===== config.mk =====
export PLATFORM = sky130hd
export DESIGN_NAME = i2c_mem_slave
export DESIGN_NICKNAME = d
export VERILOG_FILES = /design/src/rtl/i2c_mem_pkg.sv /design/src/rtl/i2c_bus_sync.sv /design/src/rtl/i2c_addr_step.sv /design/src/rtl/i2c_mem_slave.sv
export SDC_FILE = /design/constraint.sdc
export NUM_CORES = 1
export LEC_CHECK = 0
export ABC_AREA = 1
export BUFFER_PORTS_ARGS = -buffer_cell sky130_fd_sc_hd__buf_2
export CAP_MARGIN = 20
export CORE_UTILIZATION = 40
export DETAILED_ROUTE_END_ITERATION = 7
export GPL_ROUTABILITY_DRIVEN = 1
export GPL_TIMING_DRIVEN = 0
export PLACE_DENSITY = 0.66
export SETUP_SLACK_MARGIN = 0.2
export SYNTH_ARGS = -nofsm -noshare
export SYNTH_HDL_FRONTEND = slang
export SYNTH_SLANG_ARGS = --single-unit

===== constraint.sdc =====
create_clock -name clk -period 2.2 [get_ports clk]
set_clock_uncertainty 0.2 [all_clocks]
set_input_delay 0.44 -clock clk [delete_from_list [all_inputs] [get_ports clk]]
set_output_delay 0.44 -clock clk [all_outputs]
set_load 0.1 [all_outputs]

===== src/rtl/i2c_mem_pkg.sv =====
package i2c_mem_pkg;

    typedef enum logic [3:0] {
        ST_IDLE,
        ST_DEV,
        ST_ADEV,
        ST_WADR,
        ST_AWADR,
        ST_WDAT,
        ST_AWDAT,
        ST_RDAT,
        ST_RACK
    } st_e;

    typedef struct packed {
        st_e        st;
        logic [3:0] bits;
        logic [7:0] sh;
        logic       rw;
        logic       oe;
        logic [7:0] ctr;
        logic       we;
        logic [7:0] wadr;
        logic [7:0] wdat;
        logic       mack;
    } regs_t;

endpackage


===== src/rtl/i2c_bus_sync.sv =====
module i2c_bus_sync #(
    parameter int STAGES = 2
) (
    input  logic clk,
    input  logic rst_n,
    input  logic scl_i,
    input  logic sda_i,
    output logic scl_o,
    output logic sda_o,
    output logic scl_rise,
    output logic scl_fall,
    output logic start_o,
    output logic stop_o
);
    logic [STAGES-1:0] scl_pipe, sda_pipe;
    logic              scl_prev, sda_prev;

    always_ff @(posedge clk or negedge rst_n) begin
        if (!rst_n) begin
            scl_pipe <= '1;
            sda_pipe <= '1;
            scl_prev <= 1'b1;
            sda_prev <= 1'b1;
        end else begin
            scl_pipe <= {scl_pipe[STAGES-2:0], scl_i};
            sda_pipe <= {sda_pipe[STAGES-2:0], sda_i};
            scl_prev <= scl_pipe[STAGES-1];
            sda_prev <= sda_pipe[STAGES-1];
        end
    end

    assign scl_o    = scl_pipe[STAGES-1];
    assign sda_o    = sda_pipe[STAGES-1];
    assign scl_rise = scl_o & ~scl_prev;
    assign scl_fall = ~scl_o & scl_prev;
    // SDA edges while SCL stays high mark start (falling) and stop (rising)
    assign start_o  = scl_o & scl_prev & sda_prev & ~sda_o;
    assign stop_o   = scl_o & scl_prev & ~sda_prev & sda_o;
endmodule


===== src/rtl/i2c_addr_step.sv =====
module i2c_addr_step #(
    parameter int AW   = 8,
    parameter int PAGE = 8
) (
    input  logic [AW-1:0] cur,
    output logic [AW-1:0] lin_nxt,
    output logic [AW-1:0] page_nxt
);
    localparam int PW = $clog2(PAGE);

    assign lin_nxt = cur + 1'b1;

    generate
        if (PW == 0) begin : g_nopage
            assign page_nxt = cur;
        end else if (PW >= AW) begin : g_fullpage
            assign page_nxt = cur + 1'b1;
        end else begin : g_page
            logic [PW-1:0] low_inc;
            assign low_inc  = cur[PW-1:0] + 1'b1;
            assign page_nxt = {cur[AW-1:PW], low_inc};
        end
    endgenerate
endmodule


===== src/rtl/i2c_mem_slave.sv =====
module i2c_mem_slave
    import i2c_mem_pkg::*;
#(
    parameter logic [6:0] DEV_ADDR = 7'h50,
    parameter int         PAGE     = 8,
    parameter int         STAGES   = 2,
    parameter logic [7:0] RSV_LO   = 8'h40,
    parameter logic [7:0] RSV_HI   = 8'hEF,
    parameter logic [7:0] FILL     = 8'hFF
) (
    input  logic       clk,
    input  logic       rst_n,
    input  logic       scl_i,
    input  logic       sda_i,
    output logic       sda_oe,
    output logic [7:0] mem_addr,
    output logic [7:0] mem_wdata,
    output logic       mem_we,
    input  logic [7:0] mem_rdata,
    input  logic       mem_busy
);
    localparam logic [3:0] BYTE_BITS = 4'd8;

    logic scl_s, sda_s, scl_rise, scl_fall, start_c, stop_c;
    logic [7:0] lin_nxt, page_nxt, rd_byte;
    logic dev_ack_w;
    regs_t q, d;

    i2c_bus_sync #(.STAGES(STAGES)) u_sync (
        .clk(clk), .rst_n(rst_n), .scl_i(scl_i), .sda_i(sda_i),
        .scl_o(scl_s), .sda_o(sda_s), .scl_rise(scl_rise),
        .scl_fall(scl_fall), .start_o(start_c), .stop_o(stop_c)
    );

    i2c_addr_step #(.AW(8), .PAGE(PAGE)) u_step (
        .cur(q.ctr), .lin_nxt(lin_nxt), .page_nxt(page_nxt)
    );

    // Reserved window reads back a fixed fill value
    assign rd_byte = (q.ctr >= RSV_LO && q.ctr <= RSV_HI) ? FILL : mem_rdata;

    always_comb begin
        d    = q;
        d.we = 1'b0;
        if (start_c) begin
            d.st   = ST_DEV;
            d.bits = '0;
            d.oe   = 1'b0;
        end else if (stop_c) begin
            d.st = ST_IDLE;
            d.oe = 1'b0;
        end else begin
            unique case (q.st)
                ST_DEV, ST_WADR, ST_WDAT: begin
                    if (scl_rise && q.bits != BYTE_BITS) begin
                        d.sh   = {q.sh[6:0], sda_s};
                        d.bits = q.bits + 1'b1;
                    end else if (scl_fall && q.bits == BYTE_BITS) begin
                        d.bits = '0;
                        if (q.st == ST_DEV) begin
                            if (q.sh[7:1] == DEV_ADDR && !mem_busy) begin
                                d.oe = 1'b1;
                                d.rw = q.sh[0];
                                d.st = ST_ADEV;
                            end else begin
                                d.st = ST_IDLE;
                            end
                        end else if (q.st == ST_WADR) begin
                            d.ctr = q.sh;
                            d.oe  = 1'b1;
                            d.st  = ST_AWADR;
                        end else begin
                            d.we   = 1'b1;
                            d.wadr = q.ctr;
                            d.wdat = q.sh;
                            d.ctr  = page_nxt;
                            d.oe   = 1'b1;
                            d.st   = ST_AWDAT;
                        end
                    end
                end
                ST_ADEV: begin
                    if (scl_fall) begin
                        d.bits = '0;
                        if (q.rw) begin
                            d.sh = rd_byte;
                            d.oe = ~rd_byte[7];
                            d.st = ST_RDAT;
                        end else begin
                            d.oe = 1'b0;
                            d.st = ST_WADR;
                        end
                    end
                end
                ST_AWADR, ST_AWDAT: begin
                    if (scl_fall) begin
                        d.oe   = 1'b0;
                        d.bits = '0;
                        d.st   = ST_WDAT;
                    end
                end
                ST_RDAT: begin
                    if (scl_rise) begin
                        d.bits = q.bits + 1'b1;
                    end else if (scl_fall) begin
                        if (q.bits == BYTE_BITS) begin
                            d.oe  = 1'b0;
                            d.ctr = lin_nxt;
                            d.st  = ST_RACK;
                        end else begin
                            d.sh = {q.sh[6:0], 1'b0};
                            d.oe = ~q.sh[6];
                        end
                    end
                end
                ST_RACK: begin
                    if (scl_rise) begin
                        d.mack = ~sda_s;
                    end else if (scl_fall) begin
                        if (q.mack) begin
                            d.sh   = rd_byte;
                            d.oe   = ~rd_byte[7];
                            d.bits = '0;
                            d.st   = ST_RDAT;
                        end else begin
                            d.st = ST_IDLE;
                        end
                    end
                end
                default: d.st = ST_IDLE;
            endcase
        end
    end

    always_ff @(posedge clk or negedge rst_n) begin
        if (!rst_n) begin
            q <= '{st: ST_IDLE, bits: '0, sh: '0, rw: 1'b0, oe: 1'b0,
                   ctr: '0, we: 1'b0, wadr: '0, wdat: '0, mack: 1'b0};
        end else begin
            q <= d;
        end
    end

    assign dev_ack_w = (q.st == ST_ADEV);
    assign sda_oe    = q.oe;
    assign mem_we    = q.we;
    assign mem_wdata = q.wdat;
    assign mem_addr  = q.we ? q.wadr : q.ctr;
endmodule


==> run_results.csv, run 1 <==
group,metric,value,unit
status,status,"finished clean",
timing,fin_tns_setup,0,ps
synthesis,synth_common_cells,"nand2_1, o21ai_0, dfrtp_1",
floorplanning,dieArea,0.00783,mm2
global_routing,antenna_found_initial,0,
synthesis,synth_area_leader_cell,"dfrtp_1",
floorplanning,coreArea,0.00725,mm2
timing,finalHoldViolations,0,
timing,finalSetupViolations,0,
worst_setup_path,r2r_start,"q[36]$_DFFE_PN0P_",
timing,max_freq,502,MHz
worst_setup_path,critical_path.max_stage_delay,540,ps
power_and_ir_drop,report.power.total,3300,uW
synthesis,synth_cell_types,35,
placed_design,portBuffers,30,
worst_setup_path,cp_max_fo,5,
synthesis,syn-num-nets,433,
synthesis,avgSynthCellArea,7.17,um2
drt,wirelength,7530,um
global_routing,grt_pass1_vias,2652,
clock_network,cts_buffers,5,
synthesis,ys_seq_elements,50,
hold_path,min-delay-start,"sda_i",
cells_and_area,n_fill_cell,680,
timing,min_period,1990,ps
timing,worst_slew_pin_slew,535,ps
clock_network,cts_tree,"yes",
synthesis,ys.flop_type,"dfrtp_1",
worst_setup_path,cpMaxStageDelayCell,"dfrtp_4",
placed_design,placedInstanceArea,0.00339,mm2
hold_path,worstHoldPathCells,1,
cells_and_area,diodes,0,
synthesis,syn-cell-area,0.00299,mm2
clock_network,clk_latency,310,ps
timing,rsz0062_at_grt,"true",
global_routing,grt_use_total,20.5,%
placed_design,place.gp.congestion,0.878,
drt,drtPass1Iterations,4,
synthesis,async_flop_share,100,%
cells_and_area,area_growth,33.0,%
synthesis,yosysMostFrequentCell,"nand2_1",
synthesis,synth-edff-count,0,
worst_setup_path,worstSetupPathType,"flop to primary output",
worst_setup_path,crit_chain,"clkbuf_16 -> o21ai_4 -> buf_12",
cells_and_area,layout.cells.non_filler,576,
clock_network,clk_pin_slew,100,ps
clock_network,clockBufferDepth,2,
clock_network,cts_sinks,50,
power_and_ir_drop,p_leak,0.00197,uW
timing,whs,25.2,ps
synthesis,synth_cells,417,
synthesis,yosysSeqAreaShare,42.1,%
worst_setup_path,cp_data_required_time,1560,ps
drt,vias,2878,
worst_setup_path,ff2ff_setup_slack,250,ps
worst_setup_path,r2r-end,"q[24]$_DFFE_PN0P_",
synthesis,yosys_warnings,0,
worst_setup_path,crit_start,"mem_we$_DFF_PN0_",
drt,wl_per_cell,13.1,um
worst_setup_path,arrival,1350,ps
worst_setup_path,end_kind,"primary output",
drt,route.antenna.remaining_nets,0,
drt,drcViolationCount,0,
drt,via_per_inst,5.00,
placed_design,dp_cells,547,
worst_setup_path,reg2reg_depth,12,
hold_path,hp-class,"input pin to flop",
timing,fin_crit_sh,90.5,%
worst_setup_path,crit_buf_inv,2,
power_and_ir_drop,cellPowerDensity,829,mW/mm2
cells_and_area,final_area,0.00398,mm2
clock_network,cts_max_level,2,
worst_setup_path,cp_top_family,"flip-flops",
floorplanning,io_pins,31,
floorplanning,row_count,31,
cells_and_area,drive_above_1_share,30.8,%
clock_network,root_buffer,"clkbuf_8",
floorplanning,initial_core_util,41.2,%
floorplanning,die_h,88.5,um
timing,finalMaxSlewViolations,0,
floorplanning,die_w,88.5,um
hold_path,hold_end,"u_sync.sda_pipe[0]$_DFF_PN1_",
global_routing,grt_max_degree,31,
placed_design,place_hpwl,5380,um
cells_and_area,nNetsFinal,492,
synthesis,synth_top_area_share,36.8,%
drt,drtIter0Drc,93,
power_and_ir_drop,peakVddDrop,0.000508,V
global_routing,grt-ovfl-total,0,
timing,slew_headroom,64.4,%
global_routing,grt_pass1_wl,12300,um
synthesis,synth.top_cells.by_area,"dfrtp_1, nand2_1, o21ai_0, nand3_1, dfstp_2",
worst_setup_path,cp-start-kind,"flop",
flow_run,cap_violations,0,
## cells by family (layout without fill, tap and decap cells)
group / Yosys count / count (layout) / share of synthesized area, %
fa+ha+maj: 3 / 3 / 1.25
simple gates: 227 / 227 / 33.4
xor+xnor: 3 / 3 / 0.878
flops: 50 / 50 / 42.1
compound gates: 76 / 76 / 13.6
buf+inv: 58 / 118 / 8.74
## state kept, by name, summed over array words and instances (netlist names)
register / count
q: 34
u_sync.sda_pipe: 2
mem_wdata: 8
sda_oe: 1
u_sync.scl_prev: 1
u_sync.sda_prev: 1
u_sync.scl_pipe: 2
mem_we: 1
## per-layer routing
metal	up-vias	part of all wire, %	global-route usage (%)
met4	0	1.2	5.57
li1	1451	-	-
met1	1356	44	24.4
met2	60	52	38.1
met5	-	0	0
met3	11	3.1	3.17
## power breakdown
| part | switching [uW] | total [uW] | internal, uW | leakage (uW) |
|---|---|---|---|---|
| combinational | 1000 | 1560 | 563 | 0.00126 |
| clock | 322 | 549 | 228 | 0.0000456 |
| sequential | 132 | 1180 | 1050 | 0.000657 |
## what timing repair did
item                                    in CTS  in global routing
pin swaps                                    4                 14
hold endpoints to repair                    20                  0
setup buffers                                7                 11
cloned                                       1                  1
hold buffers                                 1                  0
gates resized for setup                     46                 38
endpoints found under the setup margin      41                 48
## cell type report
type	instances	area, um2	area share [%]
multi-input cells	309	1690	42.6
flip-flops and latches	50	1260	31.8
repair buffers	52	518	13.0
inverters	44	175	4.40
well taps	99	124	3.11
plain buffers	14	116	2.92
clock buffers	6	72.6	1.82
clock inverters	2	13.8	0.346
## metrics by stage
stage          setup slack, ps  utilization [%]
2_1_floorplan              109                -
3_3_place_gp              95.5             46.5
3_5_place_dp              36.6             46.7
4_1_cts                    157             51.8
5_1_grt                    149             54.9
6_report                   209             54.9
## cells in the final DEF (no fill, tap or decap), types with 10 or more instances in the layout
cell type | netlist | layout
a21oi_1 | 10 | 10
o21ai_0 | 57 | 46
inv_1 | 37 | 33
nand3_1 | 33 | 32
buf_4 | 8 | 23
dfrtp_1 | 44 | 41
buf_12 | 0 | 12
nor2_1 | 32 | 29
nand2_1 | 139 | 123
nand2_2 | 9 | 21
buf_2 | 3 | 24
## worst max path at each step
| stage | to | slack (ps) | cells after the start |
|---|---|---|---|
| final | mem_addr[6] | 210 | 3 |
| after global routing | q[24]$_DFFE_PN0P_ | 150 | 12 |
| after detailed placement | q[24]$_DFFE_PN0P_ | 40 | 11 |
| after floorplan | mem_addr[4] | 110 | 2 |
| after global placement | q[25]$_DFFE_PN0P_ | 100 | 11 |
| after CTS | mem_addr[0] | 160 | 3 |
(Power assumes the default switching activity.)
==> inputs of run 2 (changes only) <==
--- a/config.mk
+++ b/config.mk
@@ -8,10 +8,12 @@
 export ABC_AREA = 1
 export BUFFER_PORTS_ARGS = -buffer_cell sky130_fd_sc_hd__buf_2
 export CAP_MARGIN = 20
+export CORE_MARGIN = 4
 export CORE_UTILIZATION = 40
 export DETAILED_ROUTE_END_ITERATION = 7
 export GPL_ROUTABILITY_DRIVEN = 1
 export GPL_TIMING_DRIVEN = 0
+export HOLD_SLACK_MARGIN = 0.02
 export PLACE_DENSITY = 0.66
 export SETUP_SLACK_MARGIN = 0.2
 export SYNTH_ARGS = -nofsm -noshare
==> run 2 against run 1 <==
  * Routed wire length is 0.98% lower
  * Clock power is 29% higher
  * Setup slack worse by 26 ps
  * Critical endpoint unchanged
  * First-iteration DRC count is 27% higher
  * Global-route usage is 3.0 points lower
  * Critical path depth stayed put
  * Largest power group unchanged
  * Critical path type unchanged
==> run_results.csv, run 2 (synthesized netlist as in run 1, its figures left out) <==
group,metric,value,unit
timing,fin_tns_setup,0,ps
hold_path,hp-class,"flop to flop",
drt,via_per_inst,4.92,
timing,finalHoldViolations,0,
placed_design,dp_slack,70.9,ps
worst_setup_path,cpMaxStageDelayCell,"dfrtp_4",
drt,drtPass1Iterations,4,
placed_design,place.gp.congestion,0.859,
floorplanning,die_w,94.5,um
drt,wirelength,7450,um
cells_and_area,final_cell_mix,"nand2_1, o21ai_0, dfrtp_1, inv_1, nand3_1",
cells_and_area,largest_reg_flops,34,
global_routing,antenna_found_initial,0,
worst_setup_path,cp_data_required_time,1560,ps
timing,finalMaxSlewViolations,0,
worst_setup_path,crit_chain,"clkbuf_16 -> o21ai_4 -> buf_12",
floorplanning,die_h,94.5,um
drt,wl_per_cell,13.1,um
clock_network,clockBufferDepth,2,
cells_and_area,nNetsFinal,487,
timing,worst_slew_pin_slew,593,ps
placed_design,portBuffers,30,
clock_network,clk_latency,310,ps
clock_network,cts_sinks,50,
worst_setup_path,end_kind,"primary output",
global_routing,grt-ovfl-total,0,
floorplanning,dieArea,0.00893,mm2
timing,max_freq,496,MHz
global_routing,grt_use_total,17.5,%
global_routing,grt_max_degree,28,
drt,vias,2809,
global_routing,grt_pass1_vias,2690,
timing,rsz0062_at_grt,"true",
worst_setup_path,critical_path.max_stage_delay,540,ps
floorplanning,row_count,31,
status,status,"finished clean",
worst_setup_path,cp-start-kind,"flop",
cells_and_area,largest-register,"q",
cells_and_area,diodes,0,
timing,fin_crit_sh,91.7,%
timing,slew_headroom,60.5,%
cells_and_area,final_common_cell,"nand2_1",
worst_setup_path,arrival,1380,ps
power_and_ir_drop,report.power.total,3390,uW
cells_and_area,drive_above_1_share,29.9,%
global_routing,grt_pass1_wl,12400,um
timing,fin_ws,183,ps
flow_run,cap_violations,0,
floorplanning,initial_core_util,41.2,%
power_and_ir_drop,cellPowerDensity,853,mW/mm2
clock_network,cts_max_level,2,
drt,drcViolationCount,0,
clock_network,clk_pin_slew,100,ps
drt,route.antenna.remaining_nets,0,
drt,drtIter0Drc,118,
power_and_ir_drop,peakVddDrop,0.000623,V
worst_setup_path,worstSetupPathType,"flop to primary output",
floorplanning,io_pins,31,
timing,min_period,2020,ps
power_and_ir_drop,p_leak,0.00197,uW
clock_network,root_buffer,"clkbuf_8",
placed_design,place_hpwl,5440,um
clock_network,cts_buffers,5,
cells_and_area,area_growth,32.9,%
worst_setup_path,cp_max_fo,5,
clock_network,cts_tree,"yes",
floorplanning,coreArea,0.00725,mm2
timing,finalSetupViolations,0,
[run 2: cell types whose count changed in the layout (fill, tap and decap cells not counted), moves of 2 or more]
cell | before | now
buf_4 | 23 | 15
dlygate4sd3_1 | 1 | 3
nor2_1 | 29 | 27
o21ai_1 | 3 | 5
[run 2: worst paths after layout]
path / start / end / slack (ps) / cells past startpoint
max: mem_we$_DFF_PN0_ / mem_addr[6] / 180 / 3
min: u_sync.scl_pipe[0]$_DFF_PN1_ / u_sync.scl_pipe[1]$_DFF_PN1_ / 160 / 0
max reg2reg: q[37]$_DFFE_PN0P_ / q[24]$_DFFE_PN0P_ / 210 / 12
min reg2reg: u_sync.scl_pipe[0]$_DFF_PN1_ / u_sync.scl_pipe[1]$_DFF_PN1_ / 160 / 0
max in group asynchronous: rst_n / u_sync.sda_pipe[1]$_DFF_PN1_ / 680 / 3
min in group asynchronous: rst_n / mem_wdata[5]$_DFFE_PN0P_ / 490 / 2
[run 2: what timing repair did]
| item | in CTS | in global routing |
|---|---|---|
| endpoints found under the hold margin | 24 | 1 |
| hold buffers | 2 | 1 |
| buffers inserted | 5 | 6 |
| pin swaps | 2 | 15 |
| gates cloned | 1 | 1 |
| setup endpoints to repair | 45 | 49 |
| gates resized for setup | 43 | 43 |
[run 2: area by class of cell]
type / count / area (um2)
Fill cell: 673 / 3280
Multi-Input combinational cell: 309 / 1700
Sequential cell: 50 / 1260
Timing Repair Buffer: 47 / 478
Inverter: 44 / 173
Tap cell: 99 / 124
Buffer: 14 / 116
Clock buffer: 6 / 82.6
Clock inverter: 2 / 38.8
[run 2: worst max-delay path, delay by kind of cell (launching register included)]
kind | cells | cell delay [ps]
flip-flops | 1 | 540
AO/OA/AOI/OAI | 1 | 140
buffers and inverters | 2 | 380
[run 2: metrics by stage]
| stage | util, % | std cells | area (um2) | hold slack [ps] |
|---|---|---|---|---|
| floorplan | - | 417 | 3100 | -55.6 |
| global placement | 46.5 | 546 | 3370 | 147 |
| detailed placement | 46.7 | 547 | 3390 | 147 |
| CTS | 51.9 | 563 | 3770 | 22.0 |
| global route | 54.8 | 571 | 3980 | 166 |
| finish | 54.8 | 571 | 3980 | 160 |
[run 2: metal layers]
layer / up-vias / track usage (%) / routed length, um
met5: - / 0 / 0
met1: 1313 / 21.1 / 3250
met4: 0 / 5.29 / 111
met3: 10 / 2.87 / 301
li1: 1433 / - / -
met2: 53 / 31.9 / 3790
[run 2: power breakdown]
group,switching (uW),internal [uW],total (uW),leakage [uW]
clock,333,375,708,0.0000618
combinational,975,524,1500,0.00125
sequential,135,1050,1190,0.000658
